`src/rtl/pwm_timer_pkg.sv`:
```
package pwm_timer_pkg;

  localparam int unsigned MAX_DIV = 1024;
  localparam int unsigned PRE_W   = $clog2(MAX_DIV);
  localparam int unsigned SEL_W   = 3;

  typedef struct packed {
    logic tick;         // counter steps this cycle
    logic enterTop;     // this step lands on the top value
    logic enterBottom;  // this step lands on zero
    logic descending;   // current state lies on the falling slope
  } pwmStrobeT;

  typedef enum logic [1:0] {
    OUT_OFF  = 2'd0,
    OUT_RSVD = 2'd1,
    OUT_TRUE = 2'd2,
    OUT_INV  = 2'd3
  } outModeT;

  function automatic int unsigned divRatio(input logic [SEL_W-1:0] sel);
    case (sel)
      3'd2:    return 8;
      3'd3:    return 32;
      3'd4:    return 64;
      3'd5:    return 128;
      3'd6:    return 256;
      3'd7:    return MAX_DIV;
      default: return 1;
    endcase
  endfunction

endpackage

```
`src/rtl/pwm_prescaler.sv`:
```
module pwm_prescaler
  import pwm_timer_pkg::*;
(
  input  logic             clk,
  input  logic             rstN,
  input  logic [SEL_W-1:0] clkSel,
  output logic             tick
);

  logic [SEL_W-1:0] selQ;
  logic [PRE_W-1:0] preCnt;
  logic [PRE_W-1:0] preLimit;
  logic             selChanged;
  logic             running;

  always_comb begin
    selChanged = (clkSel != selQ);
    running    = (clkSel != '0);
    preLimit   = PRE_W'(divRatio(clkSel) - 1);
    tick       = running && !selChanged && (preCnt == preLimit);
  end

  always_ff @(posedge clk or negedge rstN) begin
    if (!rstN) begin
      selQ   <= '0;
      preCnt <= '0;
    end else begin
      selQ <= clkSel;
      if (selChanged || !running || tick) preCnt <= '0;
      else                                preCnt <= preCnt + PRE_W'(1);
    end
  end

endmodule

```
`src/rtl/pwm_ctrl.sv`:
```
module pwm_ctrl
  import pwm_timer_pkg::*;
#(
  parameter int CNT_W = 8
) (
  input  logic             clk,
  input  logic             rstN,
  input  logic [SEL_W-1:0] clkSel,
  input  logic [CNT_W-1:0] cnt,
  output pwmStrobeT        strobe
);

  localparam logic [CNT_W-1:0] CNT_TOP     = '1;
  localparam logic [CNT_W-1:0] CNT_PRE_TOP = CNT_TOP - CNT_W'(1);
  localparam logic [CNT_W-1:0] CNT_ONE     = CNT_W'(1);

  logic tick;
  logic descQ;
  logic turnTop;
  logic turnBottom;

  pwm_prescaler preI (
    .clk    (clk),
    .rstN   (rstN),
    .clkSel (clkSel),
    .tick   (tick)
  );

  always_comb begin
    turnTop            = !descQ && (cnt == CNT_PRE_TOP);
    turnBottom         = descQ && (cnt == CNT_ONE);
    strobe.tick        = tick;
    strobe.enterTop    = tick && turnTop;
    strobe.enterBottom = tick && turnBottom;
    strobe.descending  = descQ;
  end

  always_ff @(posedge clk or negedge rstN) begin
    if (!rstN)                   descQ <= 1'b0;
    else if (tick && turnTop)    descQ <= 1'b1;
    else if (tick && turnBottom) descQ <= 1'b0;
  end

endmodule

```
`src/rtl/pwm_datapath.sv`:
```
module pwm_datapath
  import pwm_timer_pkg::*;
#(
  parameter int CNT_W = 8
) (
  input  logic             clk,
  input  logic             rstN,
  input  pwmStrobeT        strobe,
  input  logic             cmpWrEn,
  input  logic [CNT_W-1:0] cmpWrData,
  input  logic [1:0]       modeSel,
  input  logic             flagClrOvf,
  input  logic             flagClrCmp,
  output logic [CNT_W-1:0] cnt,
  output logic             pwmOut,
  output logic             pwmOutEn,
  output logic             ovfFlag,
  output logic             cmpFlag
);

  logic [CNT_W-1:0] cntQ;
  logic [CNT_W-1:0] cntNext;
  logic [CNT_W-1:0] ocrBuf;
  logic [CNT_W-1:0] ocrAct;
  logic [CNT_W-1:0] ocrNext;
  logic             cmpHit;
  logic             levelHigh;
  logic             ovfQ;
  logic             cmpQ;
  outModeT          outMode;

  always_comb begin
    cntNext   = strobe.descending ? (cntQ - CNT_W'(1)) : (cntQ + CNT_W'(1));
    ocrNext   = strobe.enterTop ? ocrBuf : ocrAct;
    cmpHit    = strobe.tick && (cntNext == ocrNext);
    // Falling slope includes the match count itself; rising slope stops short of it.
    levelHigh = strobe.descending ? (cntQ <= ocrAct) : (cntQ < ocrAct);
    outMode   = outModeT'(modeSel);
    pwmOutEn  = (outMode == OUT_TRUE) || (outMode == OUT_INV);
    pwmOut    = pwmOutEn && (levelHigh ^ (outMode == OUT_INV));
  end

  always_ff @(posedge clk or negedge rstN) begin
    if (!rstN) begin
      cntQ   <= '0;
      ocrBuf <= '0;
      ocrAct <= '0;
      ovfQ   <= 1'b0;
      cmpQ   <= 1'b0;
    end else begin
      if (strobe.tick)     cntQ   <= cntNext;
      if (cmpWrEn)         ocrBuf <= cmpWrData;
      if (strobe.enterTop) ocrAct <= ocrBuf;
      if (strobe.enterBottom) ovfQ <= 1'b1;
      else if (flagClrOvf)    ovfQ <= 1'b0;
      if (cmpHit)             cmpQ <= 1'b1;
      else if (flagClrCmp)    cmpQ <= 1'b0;
    end
  end

  assign cnt     = cntQ;
  assign ovfFlag = ovfQ;
  assign cmpFlag = cmpQ;

endmodule

```
`src/rtl/pwm_phase_timer.sv`:
```
module pwm_phase_timer
  import pwm_timer_pkg::*;
#(
  parameter int CNT_W = 8
) (
  input  logic             clk,
  input  logic             rstN,
  input  logic [2:0]       clkSel,
  input  logic [1:0]       modeSel,
  input  logic             cmpWrEn,
  input  logic [CNT_W-1:0] cmpWrData,
  input  logic             flagClrOvf,
  input  logic             flagClrCmp,
  output logic [CNT_W-1:0] cntValue,
  output logic             pwmOut,
  output logic             pwmOutEn,
  output logic             ovfFlag,
  output logic             cmpFlag
);

  pwmStrobeT strobe;

  pwm_ctrl #(.CNT_W(CNT_W)) ctrlI (
    .clk    (clk),
    .rstN   (rstN),
    .clkSel (clkSel),
    .cnt    (cntValue),
    .strobe (strobe)
  );

  pwm_datapath #(.CNT_W(CNT_W)) dpI (
    .clk        (clk),
    .rstN       (rstN),
    .strobe     (strobe),
    .cmpWrEn    (cmpWrEn),
    .cmpWrData  (cmpWrData),
    .modeSel    (modeSel),
    .flagClrOvf (flagClrOvf),
    .flagClrCmp (flagClrCmp),
    .cnt        (cntValue),
    .pwmOut     (pwmOut),
    .pwmOutEn   (pwmOutEn),
    .ovfFlag    (ovfFlag),
    .cmpFlag    (cmpFlag)
  );

endmodule

```
`config.mk`:
```
export PLATFORM = sky130hd
export DESIGN_NAME = pwm_phase_timer
export DESIGN_NICKNAME = d
export VERILOG_FILES = /design/src/rtl/pwm_timer_pkg.sv /design/src/rtl/pwm_prescaler.sv /design/src/rtl/pwm_ctrl.sv /design/src/rtl/pwm_datapath.sv /design/src/rtl/pwm_phase_timer.sv
export SDC_FILE = /design/constraint.sdc
export NUM_CORES = 1
export LEC_CHECK = 0
export BUFFER_PORTS_ARGS = -buffer_cell sky130_fd_sc_hd__buf_2
export CORE_ASPECT_RATIO = 1.75
export CORE_MARGIN = 2
export CORE_UTILIZATION = 48
export CTS_CLUSTER_SIZE = 10
export DETAILED_ROUTE_END_ITERATION = 10
export PLACE_DENSITY_LB_ADDON = 0.12
export SYNTH_ARGS = -nofsm -noshare
export SYNTH_HDL_FRONTEND = slang
export SYNTH_HIERARCHICAL = 1
export SYNTH_SLANG_ARGS = --single-unit
```
`constraint.sdc`:
```
create_clock -name clk -period 5.32 [get_ports clk]
set_input_delay 0.798 -clock clk [delete_from_list [all_inputs] [get_ports clk]]
set_output_delay 0.798 -clock clk [all_outputs]
set_load 0.02 [all_outputs]
```
# After elaboration in Yosys (flattened, before gate mapping)
# Cells that the tools add are included.
# op_classes
n_addsub	4
order_cmp	2
n_eq_ne	13
n_mux	11
n_bitwise	1
reduce_logical	18
# op_table
cell	count
$pmux W9 S6	1
$mux W8	2
$eq A3 B3 Y1 const B	4
$add A10 B1 Y10 const B	1
$eq A10 B10 Y1	1
$mux W10	1
$sub A10 B1 Y10 const B	1
$add A8 B1 Y8 const B	1
$eq A8 B1 Y1 const B	1
$eq A8 B8 Y1	1
$eq A8 B8 Y1 const B	1
$le A8 B8 Y1	1
$logic_and A1 B1 Y1	8
$lt A8 B8 Y1	1
$sub A8 B1 Y8 const B	1
$mux W1	7
$eq A3 B2 Y1 const B	2
$reduce_bool A2 Y1	3
$eq A2 B2 Y1 const B	2
$logic_not A1 Y1	3
$logic_or A1 B1 Y1	3
$ne A3 B3 Y1	1
$reduce_bool A3 Y1	1
$xor A1 B1 Y1	1
# totals
ff_bits	40
wordCells	57

# Longest topological paths before layout
# Gate-level depths: netlist (run 1).
# depth
word_depth	10
mapped_depth	15
depth_no_buf	12

# By module
# The synthesis (run 1) kept the hierarchy.
# by_module_without_submodules
mod	n_inst	cells_each	area_each_um2
pwm_datapath	1	139	1554.0
pwm_prescaler	1	88	819.5
pwm_ctrl	1	12	111.4

# Least setup slack after synthesis (run 1)
# No wires, ideal clock.
# synth_timing
path_type	input to register
from	in clkSel[1]
to	reg dpI.cmpQ (netlist: dpI/cmpFlag)
t_arrival_ps	3723
setup_slack_ps	1502
cell_stages	12
path_buffers	1
cell_sequence	buf_6 -> or4_4 -> a221oi_4 -> and4b_1 -> nand4b_1 -> nor3_1 -> mux2_2 -> xnor2_1 -> nor2b_1 -> and4b_1 -> nand4_1 -> o32ai_2
# synth_lines
item	line	source
start: declaration	pwm_phase_timer.sv:8	input logic [2:0] clkSel,
end signal: assignment	pwm_datapath.sv:49	cmpQ <= 1'b0;
end signal: assignment	pwm_datapath.sv:56	if (cmpHit) cmpQ <= 1'b1;
end signal: assignment	pwm_datapath.sv:57	else if (flagClrCmp) cmpQ <= 1'b0;
end: declaration	pwm_datapath.sv:29	logic cmpQ;

==> results.yml, run 1 <==
cts:
  cts-root-buf: "clkbuf_8"
  cts.repair.resized: 0
  clk_latency_ns: 0.28
  hold_buffers: 0
  htreeDepth: 2
  cts_tree: "built"
  cts_buffer_depth: 2
  cts_made_buffers: 5
  clk_pin_slew_worst_paths_ns: 0.07
  clock-sinks: 40
  cts_setup_buffers: 0
finish:
  regArea_sq_mm: 0.00100
  fin_area_sq_mm: 0.00276
  final_cells: 321
  n_antenna_cell: 0
  drive_gt1_share_pct: 23.2
  area_growth_syn_to_layout_pct: 11.0
  nets: 301
  utilization_pct: 55.4
  multiInputGateArea_sq_mm: 0.00137
  n_fill_cell: 445
logic_synthesis:
  avgSynthCellArea_sq_um: 10.4
  synthMostInstantiatedCell: "dfrtp_1"
  synth-edff-count: 0
  ys_top_cells_by_area: "dfrtp_1 40%, ha_1 7.6%, mux2_2 6.8%, xnor2_1 4.9%, o21ai_0 2.4%"
  ys_warn_count: 6
  synth.top_cells.by_count: "40 x dfrtp_1, 16 x nand2_1, 15 x ha_1, 15 x mux2_2"
  postSynthCellCount: 239
  syn-num-nets: 273
  yosysUniqueCellTypes: 51
  yosys_register_bits: 40
  synthArstFlopShare_pct: 100
  synth_area_sq_mm: 0.00248
  synthFlopType: "dfrtp_1"
  ys_seq_area_share_pct: 40.3
  synth_top_area_share_pct: 40.3
  synth_area_leader_cell: "dfrtp_1"
floorplan:
  dieHeight_microns: 99.2
  die_area_sq_mm: 0.00579
  io_pins: 30
  rows: 34
  start_util_pct: 49.9
  fp.coreArea_sq_mm: 0.00498
  die_w_microns: 58.4
power_and_ir_drop:
  power.density_mw_per_mm2: 336
  power_mw: 0.928
  vdd_drop_max_mv: 0.277
  leakage_nw: 1.29
place:
  hpwl_microns: 4020
  dp_slack_ns: 0.959
  numPortBuffers: 29
  dpl_cell_area_sq_mm: 0.00266
  dp.cells: 314
  gp_congestion: 0.821
sta:
  whs_ns: 0.477
  slew_violations: 0
  setup-violations-final: 0
  finalClockSkew_ns: 0.00682
  max-slew-margin-rel_pct: 40.8
  period_needed_ns: 4.04
  setup_ws_ns: 1.28
  timing.fmax_mhz: 247
  layout_worst_path_cycle_share_pct: 76.0
  worst_pin_slew_ns: 0.888
  finalSetupTns_ns: 0
  hold_violations: 0
  rsz0062_at_grt: "no"
routing:
  wl_met3_microns: 159
  top_layer: "met4"
  wl_met1_microns: 1940
  routed-wl-met2_microns: 2970
  drt_iter0_markers: 90
  dr_total_vias: 1868
  wirelength_microns: 5150
  viasPerCell: 5.82
  final_antenna_net_count: 0
  post_drt_wl_per_cell_microns: 16.1
  firstDrtPassIters: 4
  drc: 0
critical_path:
  reg2reg_slack_ns: 1.54
  rr_endpoint: "dpI/cmpFlag$_DFFE_PN0P_"
  start_kind: "input pin"
  crit_buf_inv: 2
  worst_path_dominant_cell_family: "simple AND/OR/NAND/NOR gates"
  cp_max_fo: 12
  startpoint: "clkSel[1]"
  reg2reg_from: "ctrlI/preI/preCnt[0]$_DFF_PN0_"
  cp_slowest_cell: "or4_4"
  crit_type: "input pin to flop"
  crit_path_end: "dpI/cmpFlag$_DFFE_PN0P_"
  cpMostUsedCell: "and4b_1"
  reg2regPathDepth: 12
  worstPathArrival_ns: 4.24
  path_depth: 13
  worstPathRequired_ns: 5.52
  crit_path_end_kind: "flop"
  crit_chain: "buf_2 -> or4_4 -> a221oi_4 -> and4b_1 -> buf_4 -> nand4b_1 -> nor3_1 -> mux2_2 -> xnor2_1 -> nor2b_1 -> and4b_1 -> nand4_1 -> o32ai_2"
  crit_path_max_incr_delay_ns: 0.56
global_routing:
  antenna_found_initial: 0
  grt_usage_pct: 19.6
  grt_overflow: 0
  grt_max_degree: 41
  grt_pass1_wl_microns: 8710
  grt_pass1_vias: 1869
worst_hold_path:
  hold_class: "flop to flop"
outcome:
  status: "finished clean"
job:
  maxCapViolations: 0
## layer usage
| layer | up-vias | track usage (%) |
|---|---|---|
| li1 | 927 | - |
| met1 | 897 | 22.2 |
| met2 | 36 | 36.1 |
| met3 | 8 | 2.86 |
| met4 | 0 | 6.26 |
| met5 | - | 0 |
## worst reg2reg max path: cells and delay by family (launching register included)
family / cells / cell delay (ns)
buf+inv: 1 / 0.20
simple gates: 7 / 1.79
mux: 1 / 0.42
flops: 1 / 0.45
xor+xnor: 1 / 0.13
compound gates: 2 / 0.72
## state kept, by name (all words and copies together), names as in the netlist
signal and count:
ctrlI/preI/selQ 3, dpI/cnt 8, dpI/ocrBuf 8, ctrlI/preI/preCnt 10, dpI/ovfFlag 1, ctrlI/descQ 1, dpI/ocrAct 8, dpI/cmpFlag 1
## cell usage in the layout (no fill, tap or decap), types with 2 or more instances in the layout
cell | netlist | routed
dfrtp_1 | 40 | 40
buf_2 | 1 | 29
nand2_1 | 16 | 16
ha_1 | 15 | 15
mux2_2 | 15 | 15
inv_1 | 14 | 14
xnor2_1 | 14 | 14
o21ai_0 | 12 | 12
nand3_1 | 9 | 9
nor3_1 | 8 | 8
a21oi_1 | 8 | 8
a31oi_1 | 8 | 8
clkbuf_8 | 0 | 7
nor2_1 | 6 | 6
o21a_1 | 5 | 5
xor2_1 | 5 | 5
nand2b_1 | 4 | 4
nand4_1 | 4 | 4
o211ai_1 | 4 | 4
nor2b_1 | 4 | 4
o21bai_1 | 3 | 3
buf_4 | 2 | 3
a21o_1 | 3 | 3
nand4b_1 | 2 | 2
a311oi_1 | 2 | 2
or2_2 | 2 | 2
and4b_1 | 2 | 2
xor3_1 | 2 | 2
## where the power goes
part | total (mW) | leakage (nW) | switching [mW] | internal [mW]
Sequential | 0.369 | 0.492 | 0.0409 | 0.328
Combinational | 0.347 | 0.748 | 0.174 | 0.173
Clock | 0.212 | 0.0503 | 0.0969 | 0.115
Total | 0.928 | 1.29 | 0.311 | 0.617
## worst min-delay path by stage
stage                              startpoint  slack, ns  depth (start not counted)                   endpoint
floorplan           dpI/ocrBuf[0]$_DFFE_PN0P_       0.47                          1  dpI/ocrBuf[0]$_DFFE_PN0P_
global placement      dpI/ovfFlag$_DFFE_PN0P_       0.46                          1    dpI/ovfFlag$_DFFE_PN0P_
detailed placement    dpI/ovfFlag$_DFFE_PN0P_       0.47                          1    dpI/ovfFlag$_DFFE_PN0P_
CTS                   dpI/ovfFlag$_DFFE_PN0P_       0.48                          1    dpI/ovfFlag$_DFFE_PN0P_
global route          dpI/ovfFlag$_DFFE_PN0P_       0.51                          1    dpI/ovfFlag$_DFFE_PN0P_
finish                dpI/ovfFlag$_DFFE_PN0P_       0.48                          1    dpI/ovfFlag$_DFFE_PN0P_
## cell families (layout without fill, tap and decap cells)
logic type | count (synthesis) | in the layout | share of synthesized area, %
mux | 16 | 16 | 7.20
xor+xnor | 21 | 21 | 8.61
simple gates | 66 | 66 | 15.3
flops | 40 | 40 | 40.3
buf+inv | 25 | 53 | 4.43
compound gates | 55 | 55 | 15.9
fa+ha+maj | 16 | 16 | 8.36
## area by class of cell
type                            count  share of cell area (%)
Timing Repair Buffer               32                    6.08
Sequential cell                    40                    36.3
Tap cell                           54                    2.45
Inverter                           14                    1.90
Multi-Input combinational cell    174                    49.8
Clock buffer                        7                    3.49
No activity file was read; power rests on OpenSTA's default activity.
==> run 2, diff against run 1 <==
--- a/config.mk
+++ b/config.mk
@@ -5,6 +5,7 @@
 export SDC_FILE = /design/constraint.sdc
 export NUM_CORES = 1
 export LEC_CHECK = 0
+export ABC_AREA = 1
 export BUFFER_PORTS_ARGS = -buffer_cell sky130_fd_sc_hd__buf_2
 export CORE_ASPECT_RATIO = 1.75
 export CORE_MARGIN = 2
==> constraint.sdc (replaced) <==
create_clock -name clk -period 3.6 [get_ports clk]
set_input_delay 0.54 -clock clk [delete_from_list [all_inputs] [get_ports clk]]
set_output_delay 0.54 -clock clk [all_outputs]
set_load 0.02 [all_outputs]
==> results.yml, run 2 <==
routing:
  post_drt_wl_per_cell_microns: 12.5
  wl_met3_microns: 141
  final_antenna_net_count: 0
  drc: 0
  drt_iter0_markers: 107
  dr_total_vias: 2407
  routed-wl-met2_microns: 3490
  wl_met1_microns: 2240
  top_layer: "met4"
  wirelength_microns: 6110
  firstDrtPassIters: 4
  viasPerCell: 4.92
power_and_ir_drop:
  leakage_nw: 1.62
  power.density_mw_per_mm2: 280
  vdd_drop_max_mv: 0.197
critical_path:
  reg2reg_from: "ctrlI/preI/preCnt[5]$_DFF_PN0_"
  crit_chain: "inv_1 -> nand2_1 -> nand2_1 -> a21oi_1 -> nand2_1 -> nor2_1 -> and3_2 -> nand2_1 -> nor3_2 -> buf_4 -> inv_2 -> nand2_1 -> nand2_1 -> nand2_1 -> nand2_1 -> nor2_1 -> nand2_1 -> nor2_1 -> nand2_1 -> nor2_1 -> nand2_1 -> nand2_1"
  rr_endpoint: "dpI/cmpFlag$_DFFE_PN0P_"
  crit_type: "flop to flop"
  worstPathArrival_ns: 2.97
  reg2regPathDepth: 22
  path_depth: 22
  crit_path_end_kind: "flop"
  worst_path_dominant_cell_family: "simple AND/OR/NAND/NOR gates"
  cp_slowest_cell: "dfrtp_1"
  cpMostUsedCell: "nand2_1"
  crit_path_max_incr_delay_ns: 0.45
  start_kind: "flop"
  worstPathRequired_ns: 3.84
  reg2reg_slack_ns: 0.87
  crit_buf_inv: 3
  cp_max_fo: 17
floorplan:
  io_pins: 30
  fp.coreArea_sq_mm: 0.00554
  die_area_sq_mm: 0.00631
  start_util_pct: 49.1
  dieHeight_microns: 104
  rows: 36
  die_w_microns: 60.9
global_routing:
  grt_overflow: 0
  grt_pass1_wl_microns: 10400
  antenna_found_initial: 0
  grt_max_degree: 41
  grt_pass1_vias: 2342
  grt_usage_pct: 21.7
finish:
  largest_reg_flops: 10
  area_growth_syn_to_layout_pct: 9.89
  drive_gt1_share_pct: 14.3
  layout_common_cells: "120 x nand2_1, 54 x inv_1, 47 x nor2_1"
  nets: 447
  layout_commonest_cell: "nand2_1"
  top_register: "ctrlI/preI/preCnt"
  final_cells: 489
  n_antenna_cell: 0
place:
  numPortBuffers: 29
  dp_slack_ns: 0.578
  gp_congestion: 0.834
  dp.cells: 482
  hpwl_microns: 4910
cts:
  htreeDepth: 2
  hold_buffers: 0
  clock-sinks: 40
  cts_made_buffers: 5
  cts.repair.resized: 0
  cts_buffer_depth: 2
  clk_pin_slew_worst_paths_ns: 0.08
  cts-root-buf: "clkbuf_8"
  clk_latency_ns: 0.29
  cts_setup_buffers: 0
  cts_tree: "built"
logic_synthesis:
  synthMostInstantiatedCell: "nand2_1"
  synthFlopType: "dfrtp_1"
  ys_warn_count: 6
  synth_area_sq_mm: 0.00272
  postSynthCellCount: 384
  synth_area_leader_cell: "dfrtp_1"
  synth.top_cells.by_count: "120 x nand2_1, 54 x inv_1, 47 x nor2_1"
  ys_seq_area_share_pct: 36.8
  ys_top_cells_by_area: "dfrtp_1 37%, nand2_1 17%, inv_1 7.5%, ha_1 6.9%, nor2_1 6.5%"
  avgSynthCellArea_sq_um: 7.08
  synth_top_area_share_pct: 36.8
  synthArstFlopShare_pct: 100
  syn-num-nets: 418
  yosysUniqueCellTypes: 33
  yosys_register_bits: 40
  synth-edff-count: 0
sta:
  setup_ws_ns: 0.870
  whs_ns: 0.366
  timing.fmax_mhz: 366
  finalSetupTns_ns: 0
  setup-violations-final: 0
  layout_worst_path_cycle_share_pct: 75.8
  period_needed_ns: 2.73
  slew_violations: 0
  rsz0062_at_grt: "no"
  finalClockSkew_ns: 0.00636
  worst_pin_slew_ns: 0.906
  hold_violations: 0
  max-slew-margin-rel_pct: 39.6
outcome:
  status: "finished clean"
job:
  maxCapViolations: 0
worst_hold_path:
  hold_class: "input pin to asynchronous set/reset pin"
run 2: changes by cell type after synthesis, sizes merged, moves of 11 or more:
| cell | change |
|---|---|
| inv | +43 |
| xnor2 | -11 |
| nand3 | +22 |
| nor2 | +43 |
| nand2 | +112 |
| mux2 | -13 |
run 2: worst max-delay path by stage:
stage,endpoint,slack [ns],start
floorplan,dpI/cmpFlag$_DFFE_PN0P_,1.18,clkSel[2]
global placement,dpI/cmpFlag$_DFFE_PN0P_,0.61,clkSel[2]
detailed placement,dpI/cmpFlag$_DFFE_PN0P_,0.58,clkSel[2]
CTS,dpI/cmpFlag$_DFFE_PN0P_,0.85,ctrlI/preI/preCnt[5]$_DFF_PN0_
global route,dpI/cmpFlag$_DFFE_PN0P_,0.50,ctrlI/preI/preCnt[5]$_DFF_PN0_
finish,dpI/cmpFlag$_DFFE_PN0P_,0.87,ctrlI/preI/preCnt[5]$_DFF_PN0_
run 2: cells by family (layout without fill, tap and decap cells):
family / count (synthesis) / in the layout / synth area share (%)
adder cells (fa/ha/maj): 16 / 16 / 7.64
multiplexers: 2 / 2 / 0.828
XOR/XNOR: 10 / 10 / 3.22
AND/OR/NAND/NOR: 220 / 220 / 35.0
AO/OA/AOI/OAI: 30 / 30 / 6.16
flip-flops: 40 / 40 / 36.8
buffers and inverters: 66 / 95 / 10.4
run 2: layer usage:
layer	vias to the layer above	GRT usage (%)
met2	47	39.9
met5	-	0
met4	0	9.47
li1	1248	-
met1	1094	22.7
met3	18	3.25
run 2: area by class of cell:
cell class	count	area [sq um]
multi-input cells	278	1440
fillers	572	2550
repair buffers	30	153
inverters	58	223
well taps	76	95.1
clock buffers	5	68.8
flip-flops and latches	40	1000
clock inverters	2	12.5
run 2: worst register-to-register path: stages, from the launching register on:
cell     delay (ns)
dfrtp_1        0.45
inv_1          0.09
nand2_1        0.07
nand2_1        0.05
a21oi_1        0.15
nand2_1        0.07
nor2_1         0.13
and3_2         0.35
nand2_1        0.10
nor3_2         0.17
buf_4          0.23
inv_2          0.07
nand2_1        0.08
nand2_1        0.06
nand2_1        0.06
nand2_1        0.05
nor2_1         0.09
nand2_1        0.06
nor2_1         0.08
nand2_1        0.06
nor2_1         0.09
nand2_1        0.06
nand2_1        0.05
run 2: power breakdown:
group / internal [mW] / switching [mW] / total [mW] / leakage, nW
logic: 0.0290 / 0.0522 / 0.0812 / 1.06
clock network: 0.131 / 0.155 / 0.286 / 0.0400
registers: 0.461 / 0.00957 / 0.471 / 0.525
total: 0.621 / 0.216 / 0.838 / 1.62
run 2: per-stage QoR:
stage	total power [mW]	util, %	instance area (sq um)
floorplan	0.527	-	2720
global placement	0.561	52.5	2910
detailed placement	0.563	52.5	2910
CTS	0.850	54.0	2990
global route	0.885	54.0	2990
finish	0.838	54.0	2990
